`config.mk`:
```
export PLATFORM = sky130hd
export DESIGN_NAME = rowpipe_exec_ctrl
export DESIGN_NICKNAME = d
export VERILOG_FILES = /design/src/rtl/rowpipe_pkg.sv /design/src/rtl/rowpipe_lat_table.sv /design/src/rtl/rowpipe_order_gate.sv /design/src/rtl/rowpipe_row_array.sv /design/src/rtl/rowpipe_exec_ctrl.sv
export SDC_FILE = /design/constraint.sdc
export NUM_CORES = 2
export LEC_CHECK = 0
export ABC_AREA = 1
export BUFFER_PORTS_ARGS = -buffer_cell sky130_fd_sc_hd__clkbuf_2
export CAP_MARGIN = 20
export CORE_UTILIZATION = 45
export DETAILED_ROUTE_END_ITERATION = 6
export GPL_ROUTABILITY_DRIVEN = 0
export SLEW_MARGIN = 20
export SYNTH_ARGS = -nofsm -noshare
export SYNTH_HDL_FRONTEND = slang
export SYNTH_SLANG_ARGS = --single-unit
```
`constraint.sdc`:
```
create_clock -name clk -period 2.7 [get_ports clk]
set_input_delay 0 -clock clk [delete_from_list [all_inputs] [get_ports clk]]
set_output_delay 0 -clock clk [all_outputs]
set_load 0.03 [all_outputs]
```
`src/rtl/rowpipe_pkg.sv`:
```
package rowpipe_pkg;

    // Issue form: how many source operands an operation carries
    typedef enum logic {
        FORM_NARROW = 1'b0,
        FORM_WIDE   = 1'b1
    } issue_form_e;

endpackage

```
`src/rtl/rowpipe_lat_table.sv`:
```
module rowpipe_lat_table #(
    parameter int NUM_OPS  = 16,
    parameter int NUM_ROWS = 8,
    parameter int CFG_W    = 8,
    parameter int OP_W     = $clog2(NUM_OPS),
    parameter int LAT_W    = $clog2(NUM_ROWS + 1)
) (
    input  logic             clk,
    input  logic             rst_n,
    input  logic             wr_en,
    input  logic [OP_W-1:0]  wr_op,
    input  logic [CFG_W-1:0] wr_lat,
    input  logic [OP_W-1:0]  rd_op,
    output logic [LAT_W-1:0] rd_lat
);

    typedef struct packed {
        logic [NUM_OPS-1:0][LAT_W-1:0] lat;
    } tbl_t;

    tbl_t s_d, s_q;
    logic [LAT_W-1:0] clamped;

    always_comb begin
        s_d = s_q;
        if (wr_lat == '0)
            clamped = LAT_W'(1);
        else if (wr_lat > CFG_W'(NUM_ROWS))
            clamped = LAT_W'(NUM_ROWS);
        else
            clamped = wr_lat[LAT_W-1:0];
        if (wr_en)
            s_d.lat[wr_op] = clamped;
    end

    always_ff @(posedge clk or negedge rst_n) begin
        if (!rst_n) begin
            for (int i = 0; i < NUM_OPS; i++)
                s_q.lat[i] <= LAT_W'(1);
        end else begin
            s_q <= s_d;
        end
    end

    assign rd_lat = s_q.lat[rd_op];

    for (genvar g = 0; g < NUM_OPS; g++) begin : g_chk

        lat_range_chk: assert property (@(posedge clk) disable iff (!rst_n)
            (s_q.lat[g] != '0) && (s_q.lat[g] <= LAT_W'(NUM_ROWS)));
    end

endmodule

```
`src/rtl/rowpipe_order_gate.sv`:
```
module rowpipe_order_gate #(
    parameter int NUM_ROWS = 8,
    parameter int LAT_W    = $clog2(NUM_ROWS + 1)
) (
    input  logic             clk,
    input  logic             rst_n,
    input  logic             req,
    input  logic [LAT_W-1:0] req_lat,
    output logic             ready,
    output logic             fire
);

    // tail: cycles from now until the write-back of the youngest accepted op
    typedef struct packed {
        logic [LAT_W-1:0] tail;
    } gate_t;

    gate_t s_d, s_q;

    always_comb begin
        ready = (req_lat >= s_q.tail);
        fire  = req && ready;
        s_d   = s_q;
        if (fire)
            s_d.tail = req_lat;
        else if (s_q.tail != '0)
            s_d.tail = s_q.tail - LAT_W'(1);
    end

    always_ff @(posedge clk or negedge rst_n) begin
        if (!rst_n) s_q <= '0;
        else        s_q <= s_d;
    end


    tail_bound_chk: assert property (@(posedge clk) disable iff (!rst_n)
        s_q.tail <= LAT_W'(NUM_ROWS));


    tail_armed_chk: assert property (@(posedge clk) disable iff (!rst_n)
        fire |=> (s_q.tail != '0));

endmodule

```
`src/rtl/rowpipe_row_array.sv`:
```
module rowpipe_row_array #(
    parameter int NUM_ROWS = 8,
    parameter int DATA_W   = 32,
    parameter int REG_W    = 5,
    parameter int LAT_W    = $clog2(NUM_ROWS + 1)
) (
    input  logic                clk,
    input  logic                rst_n,
    input  logic                load,
    input  logic [LAT_W-1:0]    load_lat,
    input  logic [REG_W-1:0]    load_dst0,
    input  logic [REG_W-1:0]    load_dst1,
    input  logic [DATA_W-1:0]   load_acc,
    input  logic [DATA_W-1:0]   load_aux,
    output logic [NUM_ROWS-1:0] row_en,
    output logic                wb_valid,
    output logic [REG_W-1:0]    wb_dst0,
    output logic [REG_W-1:0]    wb_dst1,
    output logic [DATA_W-1:0]   wb_data0,
    output logic [DATA_W-1:0]   wb_data1
);

    typedef struct packed {
        logic              vld;
        logic [LAT_W-1:0]  lat;
        logic [REG_W-1:0]  dst0;
        logic [REG_W-1:0]  dst1;
        logic [DATA_W-1:0] acc;
        logic [DATA_W-1:0] aux;
    } row_t;

    typedef struct packed {
        row_t [NUM_ROWS-1:0] row;
        logic              wb_vld;
        logic [REG_W-1:0]  wb_dst0;
        logic [REG_W-1:0]  wb_dst1;
        logic [DATA_W-1:0] wb_d0;
        logic [DATA_W-1:0] wb_d1;
    } pipe_t;

    pipe_t s_d, s_q;
    logic [NUM_ROWS-1:0] retire;
    logic [NUM_ROWS-1:0] row_vld;

    always_comb begin
        for (int i = 0; i < NUM_ROWS; i++) begin
            row_vld[i] = s_q.row[i].vld;
            retire[i]  = s_q.row[i].vld && (s_q.row[i].lat == LAT_W'(i + 1));
        end
    end

    always_comb begin
        s_d        = s_q;
        s_d.wb_vld = 1'b0;
        s_d.row    = '0;
        // an evaluating row adds one to the first lane and hands it on
        for (int j = 1; j < NUM_ROWS; j++) begin
            if (row_vld[j-1] && !retire[j-1]) begin
                s_d.row[j]     = s_q.row[j-1];
                s_d.row[j].acc = s_q.row[j-1].acc + DATA_W'(1);
            end
        end
        for (int i = 0; i < NUM_ROWS; i++) begin
            if (retire[i]) begin
                s_d.wb_vld  = 1'b1;
                s_d.wb_dst0 = s_q.row[i].dst0;
                s_d.wb_dst1 = s_q.row[i].dst1;
                s_d.wb_d0   = s_q.row[i].acc + DATA_W'(1);
                s_d.wb_d1   = s_q.row[i].aux;
            end
        end
        if (load) begin
            s_d.row[0].vld  = 1'b1;
            s_d.row[0].lat  = load_lat;
            s_d.row[0].dst0 = load_dst0;
            s_d.row[0].dst1 = load_dst1;
            s_d.row[0].acc  = load_acc;
            s_d.row[0].aux  = load_aux;
        end
    end

    always_ff @(posedge clk or negedge rst_n) begin
        if (!rst_n) s_q <= '0;
        else        s_q <= s_d;
    end

    assign row_en   = row_vld;
    assign wb_valid = s_q.wb_vld;
    assign wb_dst0  = s_q.wb_dst0;
    assign wb_dst1  = s_q.wb_dst1;
    assign wb_data0 = s_q.wb_d0;
    assign wb_data1 = s_q.wb_d1;


    single_retire_chk: assert property (@(posedge clk) disable iff (!rst_n)
        $onehot0(retire));


    last_row_retires_chk: assert property (@(posedge clk) disable iff (!rst_n)
        row_vld[NUM_ROWS-1] |-> retire[NUM_ROWS-1]);

    for (genvar g = 0; g < NUM_ROWS - 1; g++) begin : g_adv

        row_advance_chk: assert property (@(posedge clk) disable iff (!rst_n)
            (row_vld[g] && !retire[g]) |=> row_vld[g+1]);
    end

endmodule

```
`src/rtl/rowpipe_exec_ctrl.sv`:
```
module rowpipe_exec_ctrl
    import rowpipe_pkg::*;
#(
    parameter int NUM_ROWS = 8,
    parameter int NUM_OPS  = 16,
    parameter int DATA_W   = 32,
    parameter int REG_W    = 5,
    parameter int CFG_W    = 8
) (
    input  logic                       clk,
    input  logic                       rst_n,
    input  logic                       cfg_we,
    input  logic [$clog2(NUM_OPS)-1:0] cfg_op,
    input  logic [CFG_W-1:0]           cfg_lat,
    input  logic                       iss_valid,
    output logic                       iss_ready,
    input  logic                       iss_wide,
    input  logic [$clog2(NUM_OPS)-1:0] iss_op,
    input  logic [DATA_W-1:0]          iss_src_a,
    input  logic [DATA_W-1:0]          iss_src_b,
    input  logic [DATA_W-1:0]          iss_src_c,
    input  logic [DATA_W-1:0]          iss_src_d,
    input  logic [REG_W-1:0]           iss_dst0,
    input  logic [REG_W-1:0]           iss_dst1,
    output logic [NUM_ROWS-1:0]        row_en,
    output logic                       wb_valid,
    output logic [REG_W-1:0]           wb_dst0,
    output logic [REG_W-1:0]           wb_dst1,
    output logic [DATA_W-1:0]          wb_data0,
    output logic [DATA_W-1:0]          wb_data1
);

    localparam int OP_W  = $clog2(NUM_OPS);
    localparam int LAT_W = $clog2(NUM_ROWS + 1);

    logic [LAT_W-1:0]  op_lat;
    logic              fire;
    logic [DATA_W-1:0] base_acc;
    logic [DATA_W-1:0] base_aux;
    issue_form_e       form;

    always_comb begin
        form = issue_form_e'(iss_wide);
        if (form == FORM_WIDE) begin
            base_acc = iss_src_a + iss_src_b + iss_src_c + iss_src_d;
            base_aux = iss_src_a ^ iss_src_b ^ iss_src_c ^ iss_src_d;
        end else begin
            base_acc = iss_src_a + iss_src_b;
            base_aux = iss_src_a ^ iss_src_b;
        end
    end

    rowpipe_lat_table #(
        .NUM_OPS (NUM_OPS),
        .NUM_ROWS(NUM_ROWS),
        .CFG_W   (CFG_W),
        .OP_W    (OP_W),
        .LAT_W   (LAT_W)
    ) u_lat (
        .clk   (clk),
        .rst_n (rst_n),
        .wr_en (cfg_we),
        .wr_op (cfg_op),
        .wr_lat(cfg_lat),
        .rd_op (iss_op),
        .rd_lat(op_lat)
    );

    rowpipe_order_gate #(
        .NUM_ROWS(NUM_ROWS),
        .LAT_W   (LAT_W)
    ) u_gate (
        .clk    (clk),
        .rst_n  (rst_n),
        .req    (iss_valid),
        .req_lat(op_lat),
        .ready  (iss_ready),
        .fire   (fire)
    );

    rowpipe_row_array #(
        .NUM_ROWS(NUM_ROWS),
        .DATA_W  (DATA_W),
        .REG_W   (REG_W),
        .LAT_W   (LAT_W)
    ) u_rows (
        .clk      (clk),
        .rst_n    (rst_n),
        .load     (fire),
        .load_lat (op_lat),
        .load_dst0(iss_dst0),
        .load_dst1(iss_dst1),
        .load_acc (base_acc),
        .load_aux (base_aux),
        .row_en   (row_en),
        .wb_valid (wb_valid),
        .wb_dst0  (wb_dst0),
        .wb_dst1  (wb_dst1),
        .wb_data0 (wb_data0),
        .wb_data1 (wb_data1)
    );


    issue_enters_row0_chk: assert property (@(posedge clk) disable iff (!rst_n)
        (iss_valid && iss_ready) |=> row_en[0]);


    stall_only_when_busy_chk: assert property (@(posedge clk) disable iff (!rst_n)
        !iss_ready |-> (|row_en));


    wb_from_row_chk: assert property (@(posedge clk) disable iff (!rst_n)
        wb_valid |-> $past(|row_en));

endmodule

```
After elaboration in Yosys (flattened, before gate mapping):

Index checks and enable logic that the tools add are counted.

* bits in registers: 775
* latch bits: 0
* memory bits (writable): 0
* ROM bits: 0
* input port bits: 159
* output and inout bits: 84
* word-level logic and storage cells: 153
* memories kept: 0

* add/subtract/negate cells: 12
* multipliers: 0
* divide/modulo/power cells: 0
* $lt $le $gt $ge: 5
* equality and inequality tests: 8
* shift operators: 0
* mux-type cells: 27
* bitwise gates (word level): 3
* reductions and logical operators: 28

Operator list (count)
* two-way mux 79 bit: 8
* two-way mux 75 bit: 8
* adder 32 x 1 -> 32 bit (second input constant): 8
* adder 32 bit: 3
* XOR 32 bit: 3
* bitwise mux 64 bit: 1
* two-way mux 32 bit: 2
* two-way mux 4 bit: 6
* logical AND 1 bit: 17
* binary-select mux 4 bit (select 4 bit): 1
* demux 4 bit (select 4 bit): 1
* == test 4 x 3 -> 1 bit (second input constant): 4
* less-than comparator 4 x 5 -> 1 bit (second input constant): 2
* == test 4 x 2 -> 1 bit (second input constant): 2
* > comparator 8 x 4 -> 1 bit (second input constant): 1
* zero test 8 bit: 1
* nonzero test 8 bit: 1
* zero test 1 bit: 7
* == test 4 x 1 -> 1 bit (second input constant): 1
* == test 4 bit (second input constant): 1
* >= comparator 4 x 1 -> 1 bit (second input constant): 1
* >= comparator 4 bit: 1
* nonzero test 4 bit: 1
* subtractor 4 x 1 -> 4 bit (second input constant): 1
* nonzero test 2 bit: 1

Longest topological paths before layout:

* depth in word-level cells: 10
* gate-level depth with buffers: 27
* mapped depth without buffers: 26

Cells and area by module:

Synthesis repeated with hierarchy kept, for this count alone.

* cells, all modules: 5980
* area total of the unflattened synthesis: 44624.0 um^2

Modules (own cells, without submodules)
* rowpipe_row_array: times used 1, cells each 4621, area each 35626.7 um^2, seq. area each 17692.0 um^2
* rowpipe_exec_ctrl: times used 1, cells each 868, area each 5391.4 um^2, seq. area each 0.0 um^2
* rowpipe_lat_table: times used 1, cells each 439, area each 3228.1 um^2, seq. area each 1621.6 um^2
* rowpipe_order_gate: times used 1, cells each 52, area each 377.9 um^2, seq. area each 100.1 um^2

Worst setup path after synthesis:

Ideal clock, no wire load.

* path kind: input to register
* start: input iss_src_a[0]
* end: register u_rows.s_q[132] (netlist bit)
* library setup time: 71 ps
* arrival time: 3344 ps
* required time: 2629 ps
* path slack: -715 ps
* cell stages on the path: 22
* buffers on the path: 0
* cells stage by stage: ha_1 > fa_1 > nand2_1 > nand2_1 > o21ai_1 > inv_1 > a21oi_1 > or2_1 > nand3_1 > xor2_2 > fa_1 > ha_1 > nand2_1 > nor2_1 > inv_1 > nor2_1 > nand3_1 > or2_1 > a31o_1 > nand3_1 > nand2_1 > nor2_1

RTL lines
* start, declared: line rowpipe_exec_ctrl.sv:19 `input logic [DATA_W-1:0] iss_src_a,`
* end signal, assigned: line rowpipe_row_array.sv:83 `if (!rst_n) s_q <= '0;`
* end signal, assigned: line rowpipe_row_array.sv:84 `else s_q <= s_d;`
* end, declared: line rowpipe_row_array.sv:41 `pipe_t s_d, s_q;`

==> out/metrics.yaml <==
cts_buffer_depth: 3
ys_types: 58
power_density_mw_per_mm2: 699
synth_area_leader_cell: "dfrtp_1"
fmax_ghz: 0.331
intPower_mw: 25.1
dp_cells: 7548
dieArea_mm2: 0.0992
fp.dieW_um: 315
finalSetupViolations: 23
clk_latency_ns: 0.68
syn-mean-instance-area_um2: 7.35
core_area_mm2: 0.0969
violations: "DRC, setup timing"
dr.pass1.iters: 7
synth_common_cells: "1333 x nand2_1, 1053 x nor2_1, 792 x inv_1"
overflow: 0
multi_input_area_mm2: 0.0220
grt_pass1_wl_um: 207000
drtAntennaViolNets: 0
placed_cell_area_mm2: 0.0488
leakage_nw: 24.9
clkSinkCount: 774
diodes: 0
min_period_over_period_pct: 112
worst_pin_slew_ns: 0.829
period_needed_ns: 3.02
pwr-share-clk_pct: 32.9
cp-end-kind: "flop"
r2r-end: "u_rows.s_q[136]"
whs_path_depth: 5
r2r_cells: 13
drc: 13
top_usage_layer: "met2"
synth_area_leaders: "dfrtp_1 43%, nand2_1 11%, nor2_1 9.0%"
cp_slowest_stage_delay_ns: 0.44
crit_type: "in2reg"
grt_max_degree: 84
whs_endpoint: "u_rows.s_q[89]"
h-tree-depth: 3
rrSetupSlack_ns: 0.08
finClkSkew_ns: 0.0524
io_buffers: 242
grt_usage_pct: 26.6
regArea_mm2: 0.0194
cts_root_buf: "clkbuf_16"
hold_viol_final: 0
drv_cap: 0
ys_seq_area_share_pct: 44.0
grt_use_met2_pct: 42.2
drt-initial-drc-count: 3005
synth_ff_type: "dfrtp_1"
layout_setup_ws_ns: -0.317
clk_pin_slew_ns: 0.06
outcome: "finished, violations left"
grt_pass1_vias: 37700
slew_headroom_pct: 44.7
hold_path.startpoint: "iss_src_b[14]"
synth_cells: 5998
pwr-share-seq_pct: 35.4
tns_ns: -3.18
crit_buf_inv: 6
routed-via-count: 39500
start_util_pct: 45.5
place_hpwl_um: 100000
dieHeight_um: 315
yosysMostFrequentCell: "nand2_1"
cts_tree: "done"
netlist_area_mm2: 0.0441
grt.met3_usage_pct: 3.03
grt_util_met1_pct: 37.1
p_comb_share_pct: 31.7
synthArstFlopShare_pct: 100
holdWs_ns: 0.0524
syn_nets: 6265
layout.nets: 6796
drv_slew: 0
core.rowCount: 114
yosysTopAreaCellShare_pct: 43.0
routed_wl_um: 134000
start_kind: "input port"
ys_ff_latch: 774
synth_warnings: 0
vdd_drop_max_mv: 0.533
io-pin-count: 243
syn_to_final_growth_pct: 24.5
switching_power_mw: 13.3
synth_edf_count: 0
post-route-cell-area_mm2: 0.0549
nFillCells: 8865
rsz0062_at_grt: "true"
cp_slowest_cell: "fa_2"
crit_path_max_fanout: 5
cts_buffers: 87
stdcell_count: 7877
timing.rr.start: "u_lat.s_q[52]"
drive_gt1_share_pct: 17.3
hold_class: "in2reg"
netSwitchingFraction_pct: 34.6
arrival_ns: 3.55
cp_data_required_time_ns: 3.23
antenna_found_initial: 1
vias_per_cell: 5.02
critical-path-top-delay-family: "adder cells"
wire_per_inst_um: 17.0
## power by group through the flow
stage          logic (mW)  clock network [mW]  registers (mW)
2_1_floorplan        6.63                   0            13.5
3_3_place_gp         10.3                   0            13.8
3_5_place_dp         10.4                   0            13.8
4_1_cts              11.1                12.9            13.6
5_1_grt              13.2                13.4            13.7
6_report             12.2                12.6            13.6
## worst register-to-register path: stages, from the launching register on
cell,delay [ns]
dfstp_2,0.52
o21ai_0,0.09
o221ai_1,0.25
nand3_1,0.13
nand2_1,0.12
inv_2,0.05
ha_1,0.27
nand4_1,0.09
nand3_2,0.13
nand2_4,0.13
clkinvlp_4,0.24
clkbuf_16,0.28
o21ai_1,0.11
nor2_1,0.07
## layout by cell type, fill, tap and decap left out, drive strengths merged, types with 10 or more instances in the layout
cell type and n:
nand2 1341, nor2 1079, inv 816, dfrtp 758, nand3 444, a21oi 366
clkbuf 363, buf 354, o21ai 243, xor2 141, dlygate4sd3 136, nor3 86
ha 75, nand4 55, o211ai 54, xnor2 53, fa 33, or2 32
clkinv 22, nand3b 21, o21bai 17, dfstp 16, o221ai 14, nor4 11
o21a 10, bufinv 10
## how the worst max path moves through the flow
stage / depth (start not counted) / slack, ns / start / end
final: 25 / -0.32 / iss_src_a[0] / u_rows.s_q[138]
after global routing: 27 / -0.45 / iss_src_a[2] / u_rows.s_q[138]
after CTS: 24 / -0.13 / iss_src_a[0] / u_rows.s_q[138]
after detailed placement: 20 / -0.97 / iss_src_a[0] / u_rows.s_q[134]
after global placement: 25 / -0.92 / iss_src_a[1] / u_rows.s_q[126]
after floorplan: 22 / -0.41 / iss_src_a[0] / u_rows.s_q[132]
## cell families (layout without fill, tap and decap cells)
kind of cell / count (synthesis) / count (layout) / share of synthesized area [%]
fa+ha+maj: 108 / 108 / 3.63
flops: 774 / 774 / 44.0
xor+xnor: 194 / 194 / 3.89
compound gates: 744 / 744 / 9.29
buf+inv: 1103 / 1706 / 10.2
simple gates: 3075 / 3075 / 29.0
## registers in the layout, summed over array words and instances, names as in the netlist
| register | flops |
|---|---|
| u_rows.s_q | 623 |
| u_lat.s_q | 64 |
| u_rows.wb_data0 | 32 |
| u_rows.wb_data1 | 32 |
| u_rows.row_en | 8 |
| u_rows.wb_dst0 | 5 |
| u_rows.wb_dst1 | 5 |
| u_gate.s_q | 4 |
| u_rows.wb_valid | 1 |
## what timing repair did
item	4_1_cts	5_1_grt
gates resized for setup	103	194
setup buffers	8	21
gates cloned	0	2
pin swaps	67	121
setup endpoints to repair	25	46
hold buffers	137	0
hold endpoints to repair	903	0
## area by class of cell
cell class / count / share of cell area, %
Sequential cell: 774 / 35.3
Clock inverter: 38 / 1.07
Clock buffer: 123 / 4.63
Inverter: 815 / 5.58
Timing Repair Buffer: 730 / 10.4
Multi-Input combinational cell: 4121 / 40.1
Tap cell: 1276 / 2.91
## layer usage
metal  share of wire [%]  up-vias
met5              0.0097        -
met4                 4.2        2
met3                 5.5      334
met2                  46     1291
met1                  44    18100
li1                    -    19800
## through the flow
step           worst slack (ns)  utilization, %  total power, mW
3_3_place_gp             -0.918            50.4             24.0
2_1_floorplan            -0.408               -             20.1
3_5_place_dp             -0.965            50.4             24.1
6_report                 -0.317            56.7             38.4
5_1_grt                  -0.452            56.7             40.3
4_1_cts                  -0.127            55.6             37.6
Note: power is estimated with default switching activity, not from simulation.
